$ cat src/rtl/intc_pkg.sv
package intc_pkg;
  localparam int SRC_PER_BANK = 32;
  localparam int IDX_W        = $clog2(SRC_PER_BANK);
  localparam int DATA_W       = 32;
  localparam int WIN_LSB      = 4;

  typedef enum logic [1:0] {
    SEL_CAUSE = 2'd0,
    SEL_IRQM  = 2'd1,
    SEL_FIQM  = 2'd2,
    SEL_ENDM  = 2'd3
  } reg_sel_e;
endpackage

$ cat src/rtl/intc_sync.sv
module intc_sync #(
  parameter int W = 32
) (
  input  logic         clk_i,
  input  logic         rst_i,
  input  logic [W-1:0] d_i,
  output logic [W-1:0] q_o
);
  logic [W-1:0] stage1_q;
  logic [W-1:0] stage2_q;

  always_ff @(posedge clk_i) begin
    if (rst_i) begin
      stage1_q <= '0;
      stage2_q <= '0;
    end else begin
      stage1_q <= d_i;
      stage2_q <= stage1_q;
    end
  end

  assign q_o = stage2_q;
endmodule

$ cat src/rtl/intc_bank.sv
module intc_bank
  import intc_pkg::*;
(
  input  logic                    clk_i,
  input  logic                    rst_i,
  input  logic [SRC_PER_BANK-1:0] cause_i,
  input  logic                    wr_en_i,
  input  reg_sel_e                wsel_i,
  input  logic [DATA_W-1:0]       wdata_i,
  output logic [DATA_W-1:0]       irqm_o,
  output logic [DATA_W-1:0]       fiqm_o,
  output logic [DATA_W-1:0]       endm_o,
  output logic                    irq_hit_o,
  output logic                    fiq_hit_o,
  output logic                    endp_hit_o,
  output logic [IDX_W-1:0]        top_idx_o,
  output logic                    top_vld_o
);
  logic [DATA_W-1:0] irqm_q, fiqm_q, endm_q;
  logic [SRC_PER_BANK-1:0] pend_irq;

  always_ff @(posedge clk_i) begin
    if (rst_i) begin
      irqm_q <= '0;
      fiqm_q <= '0;
      endm_q <= '0;
    end else if (wr_en_i) begin
      case (wsel_i)
        SEL_IRQM: irqm_q <= wdata_i;
        SEL_FIQM: fiqm_q <= wdata_i;
        SEL_ENDM: endm_q <= wdata_i;
        default:  ;
      endcase
    end
  end

  assign pend_irq   = cause_i & irqm_q;
  assign irq_hit_o  = |pend_irq;
  assign fiq_hit_o  = |(cause_i & fiqm_q);
  assign endp_hit_o = |(cause_i & endm_q);

  always_comb begin
    top_idx_o = '0;
    for (int i = 0; i < SRC_PER_BANK; i++) begin
      if (pend_irq[i]) top_idx_o = IDX_W'(i);
    end
  end

  assign top_vld_o = irq_hit_o;
  assign irqm_o    = irqm_q;
  assign fiqm_o    = fiqm_q;
  assign endm_o    = endm_q;
endmodule

$ cat src/rtl/banked_intc.sv
module banked_intc
  import intc_pkg::*;
#(
  parameter int NUM_BANKS = 2,
  parameter int ADDR_W    = 8
) (
  input  logic                          clk_i,
  input  logic                          rst_i,
  input  logic [NUM_BANKS*32-1:0]       src_i,
  input  logic                          wr_en_i,
  input  logic                          rd_en_i,
  input  logic [ADDR_W-1:0]             addr_i,
  input  logic [31:0]                   wdata_i,
  output logic [31:0]                   rdata_o,
  output logic                          irq_o,
  output logic                          fiq_o,
  output logic                          endp_o,
  output logic [NUM_BANKS*5-1:0]        top_idx_o,
  output logic [NUM_BANKS-1:0]          top_vld_o
);
  localparam int SRC_TOTAL = NUM_BANKS * SRC_PER_BANK;
  localparam int BSEL_W    = ADDR_W - WIN_LSB;

  logic [SRC_TOTAL-1:0] cause;
  logic [BSEL_W-1:0]    bank_sel;
  reg_sel_e             reg_sel;
  logic                 aligned;
  logic [DATA_W-1:0]    rd_mux;
  logic [DATA_W-1:0]    rdata_q;

  logic [DATA_W-1:0] irqm [NUM_BANKS];
  logic [DATA_W-1:0] fiqm [NUM_BANKS];
  logic [DATA_W-1:0] endm [NUM_BANKS];
  logic [NUM_BANKS-1:0] irq_hits, fiq_hits, endp_hits;

  assign bank_sel = addr_i[ADDR_W-1:WIN_LSB];
  assign reg_sel  = reg_sel_e'(addr_i[WIN_LSB-1:2]);
  assign aligned  = (addr_i[1:0] == 2'b00);

  intc_sync #(.W(SRC_TOTAL)) u_sync (
    .clk_i (clk_i),
    .rst_i (rst_i),
    .d_i   (src_i),
    .q_o   (cause)
  );

  for (genvar b = 0; b < NUM_BANKS; b++) begin : g_bank
    logic bank_wr;
    assign bank_wr = wr_en_i && aligned && (bank_sel == BSEL_W'(b));

    intc_bank u_bank (
      .clk_i      (clk_i),
      .rst_i      (rst_i),
      .cause_i    (cause[b*SRC_PER_BANK +: SRC_PER_BANK]),
      .wr_en_i    (bank_wr),
      .wsel_i     (reg_sel),
      .wdata_i    (wdata_i),
      .irqm_o     (irqm[b]),
      .fiqm_o     (fiqm[b]),
      .endm_o     (endm[b]),
      .irq_hit_o  (irq_hits[b]),
      .fiq_hit_o  (fiq_hits[b]),
      .endp_hit_o (endp_hits[b]),
      .top_idx_o  (top_idx_o[b*IDX_W +: IDX_W]),
      .top_vld_o  (top_vld_o[b])
    );
  end

  assign irq_o  = |irq_hits;
  assign fiq_o  = |fiq_hits;
  assign endp_o = |endp_hits;

  always_comb begin
    rd_mux = '0;
    for (int b = 0; b < NUM_BANKS; b++) begin
      if (aligned && bank_sel == BSEL_W'(b)) begin
        case (reg_sel)
          SEL_CAUSE: rd_mux = cause[b*SRC_PER_BANK +: SRC_PER_BANK];
          SEL_IRQM:  rd_mux = irqm[b];
          SEL_FIQM:  rd_mux = fiqm[b];
          SEL_ENDM:  rd_mux = endm[b];
          default:   rd_mux = '0;
        endcase
      end
    end
  end

  always_ff @(posedge clk_i) begin
    if (rst_i) rdata_q <= '0;
    else       rdata_q <= rd_en_i ? rd_mux : '0;
  end

  assign rdata_o = rdata_q;
endmodule

$ cat config.mk
export PLATFORM = sky130hd
export DESIGN_NAME = banked_intc
export DESIGN_NICKNAME = d
export VERILOG_FILES = /design/src/rtl/intc_pkg.sv /design/src/rtl/intc_sync.sv /design/src/rtl/intc_bank.sv /design/src/rtl/banked_intc.sv
export SDC_FILE = /design/constraint.sdc
export NUM_CORES = 1
export LEC_CHECK = 0
export BUFFER_PORTS_ARGS = -buffer_cell sky130_fd_sc_hd__buf_2
export CAP_MARGIN = 20
export CELL_PAD_IN_SITES_DETAIL_PLACEMENT = 0
export CELL_PAD_IN_SITES_GLOBAL_PLACEMENT = 1
export CORE_MARGIN = 8
export CORE_UTILIZATION = 45
export DETAILED_ROUTE_END_ITERATION = 10
export PLACE_DENSITY = 0.85
export SLEW_MARGIN = 15
export SYNTH_ARGS = -nofsm -noshare
export SYNTH_HDL_FRONTEND = slang
export SYNTH_SLANG_ARGS = --single-unit
$ cat constraint.sdc
create_clock -name clk_i -period 2.5 [get_ports clk_i]
set_input_delay 0.25 -clock clk_i [delete_from_list [all_inputs] [get_ports clk_i]]
set_output_delay 0.25 -clock clk_i [all_outputs]
set_load 0.02 [all_outputs]
==> results.cfg <==
[worst_setup_path]
path_class = flop to primary output
end_kind = primary output
worstReg2RegEnd = rdata_o[4]
cp-start-kind = flop
worstPathMaxFanout = 5
slowest_delay_ps = 530
r2r_slack_ps = 1090
crit_path_cell_trace = a22o_4, nor4_4, nand4_2, or4_4, or2_4, buf_6
slowest_stage = or4_4
critical_path_required_ps = 2250
cp.arrival_ps = 2660
ff2ff_path_depth = 4
r2r_start = u_sync.q_o[36]

[synthesis]
yosys.area.top_type = dfxtp_1
synth_area_um2 = 14600
async_flop_share_pct = 0
synth_common_cells = dfxtp_1 (352), nand2_1 (298), a21oi_1 (138)
synth_seq_cells = 352
ys.flop_type = dfxtp_1
yosysWarnings = 0
synth_most_common_cell = dfxtp_1
yosys-top-cells-area = dfxtp_1 (48%), mux4_2 (9.8%), nand2_1 (7.7%)
synth-seq-area-share_pct = 48.4
netlist_instances = 1472
synth_edf_count = 0
synth_cell_types = 52
synth.top_cell.area_share_pct = 48.4
synth_nets = 1580
avgSynthCellArea_um2 = 9.89

[grt]
grt_util_all_layers_pct = 28.1
grt.overflow.total = 0
first_global_vias = 12300
grt_pass1_wl_um = 81300
grt_max_degree = 71
antenna_found_initial = 3

[placement]
portBuffers = 154
placed_area_um2 = 16000
place_congestion = 1.02
dpl.cell_count = 2004
place_ws_ps = 135
hpwlAfterDp_um = 40200

[clocking]
cts_root_buffer = clkbuf_16
cts_buffer_depth = 3
clkSinkCount = 352
clock_latency_ps = 530
numCtsBuffers = 38
cts_tree = built
htreeDepth = 2
path_clk_slew_ps = 60

[status]
status = finished with violations
violations = negative setup slack

[final_layout]
drive_gt1_share_pct = 26.7
final_cell_area_um2 = 18400
stdcell_count = 2144
seqCellArea_um2 = 7110
diodes = 0
final_nets = 1816
areaGrowthSynthToFinish_pct = 26.6
multi_input_area_um2 = 7380
fill_cells = 2752

[sta]
setup_slack_ps = -407
timing.final.crit_period_ps = 2910
finalClockSkew_ps = 21.5
rsz0062_at_grt = yes
fin_hold_ws_ps = 20.0
slew-limit-headroom_pct = 63.1
finalSetupTns_ps = -1120
fmax_ghz = 0.344
slew_violations = 0
hold_viol = 0
setup_viol = 6
worst_slew_pin_slew_ps = 553
timing.final.crit_share_pct = 116

[detailed_routing]
ant_nets = 0
drt-met1-wl_um = 22900
wl_met2_um = 24600
avgRoutedWirePerCell_um = 25.8
routed_wl_um = 55300
drt_iter0_markers = 1582
via_per_inst = 5.97
dr_total_vias = 12800
drc = 0
firstDrtPassIters = 8
topRoutingLayerUsed = met5
dr_wl_met3_um = 5610

[worst_hold_path]
hold-path-cell-count = 3
hold_path_class = input pin to flop
hp-start = wdata_i[17]
hold_end = g_bank[0].u_bank.irqm_o[17]

[pwr]
ir_drop_uv = 467
power.density_nw_per_um2 = 656
leakage_uw = 0.00696

[die]
fp.dieH_um = 196
rows = 66
fp.dieW_um = 196
io_pins = 155
dieArea_um2 = 38300
coreArea_um2 = 32200
initial_utilization_pct = 45.2

[run]
max_cap_violations = 0
timing repair:
item / in CTS / in global routing
endpoints found under the setup margin: 11 / 11
endpoints found under the hold margin: 64 / 0
setup buffers: 3 / 7
resized for setup: 71 / 49
hold buffers: 64 / 0
pin swaps: 16 / 19
worst max-delay path by stage:
stage               slack [ps]    end           start  cells after the start
floorplan                  310  irq_o  u_sync.q_o[62]                      5
CTS                       -370  irq_o  u_sync.q_o[31]                      6
global placement           130  fiq_o  u_sync.q_o[30]                      6
finish                    -410  irq_o  u_sync.q_o[27]                      6
global route              -400  irq_o  u_sync.q_o[27]                      6
detailed placement         140  irq_o  u_sync.q_o[60]                      6
cell families (layout without fill, tap and decap cells):
group	Yosys count	count (layout)	share of synthesized area [%]
simple gates	591	591	19.3
mux	160	160	16.5
compound gates	274	274	12.6
buf+inv	95	359	3.08
flops	352	352	48.4
metal layers:
layer	vias up	GRT usage (%)
li1	5679	-
met3	131	6.31
met2	772	43.6
met5	-	0
met4	2	10.6
met1	6215	38.0
cell usage in the layout, fill, tap and decap left out, types with 3 or more instances in the layout:
cell type	instances
a21oi_1	135
a21oi_2	3
a221oi_1	18
a221oi_2	14
a22o_1	34
a22o_2	5
a22o_4	9
a22oi_1	8
a22oi_2	8
a32oi_1	6
and3_1	14
buf_12	12
buf_2	145
buf_4	59
buf_6	8
clkbuf_1	3
clkbuf_16	39
clkbuf_8	8
clkinv_2	6
clkinvlp_4	6
dfxtp_1	316
dfxtp_2	30
dfxtp_4	6
dlygate4sd3_1	64
mux2i_1	96
mux4_2	63
nand2_1	297
nand3_1	8
nand4_1	10
nor2_1	100
nor2b_1	128
nor3_2	3
o211ai_1	4
o21ai_0	6
o21ai_1	3
o21ai_2	3
or4_4	5
registers in the layout, summed over array words and instances, names as in the netlist:
register              flops
g_bank.u_bank.endm_o     64
g_bank.u_bank.fiqm_o     64
g_bank.u_bank.irqm_o     64
u_sync.q_o               64
u_sync.stage1_q          64
rdata_o                  32
stage by stage:
step | util [%] | total power, uW
after floorplan | - | 6180
after global placement | 49.8 | 6480
after detailed placement | 49.8 | 6490
after CTS | 56.5 | 12100
after global routing | 57.2 | 12400
final | 57.2 | 12100
power by group:
group / switching (uW) / internal (uW)
sequential: 96.3 / 5710
clock: 2390 / 3230
combinational: 353 / 315
total: 2830 / 9260
final cells by class:
class / count / share of cell area, %
inverters: 2 / 0.0408
flip-flops and latches: 352 / 38.6
clock buffers: 50 / 5.96
multi-input cells: 1025 / 40.1
well taps: 408 / 2.77
repair buffers: 289 / 11.7
clock inverters: 18 / 0.869
worst max-delay path, delay by kind of cell (launching register included):
kind                   cells  cell delay (ps)
and+or+nand+nor            4             1330
DFF                        1              370
AOI/OAI and AO/OA          1              280
buffers and inverters      1              130
Note: power is estimated with default switching activity, not from simulation.
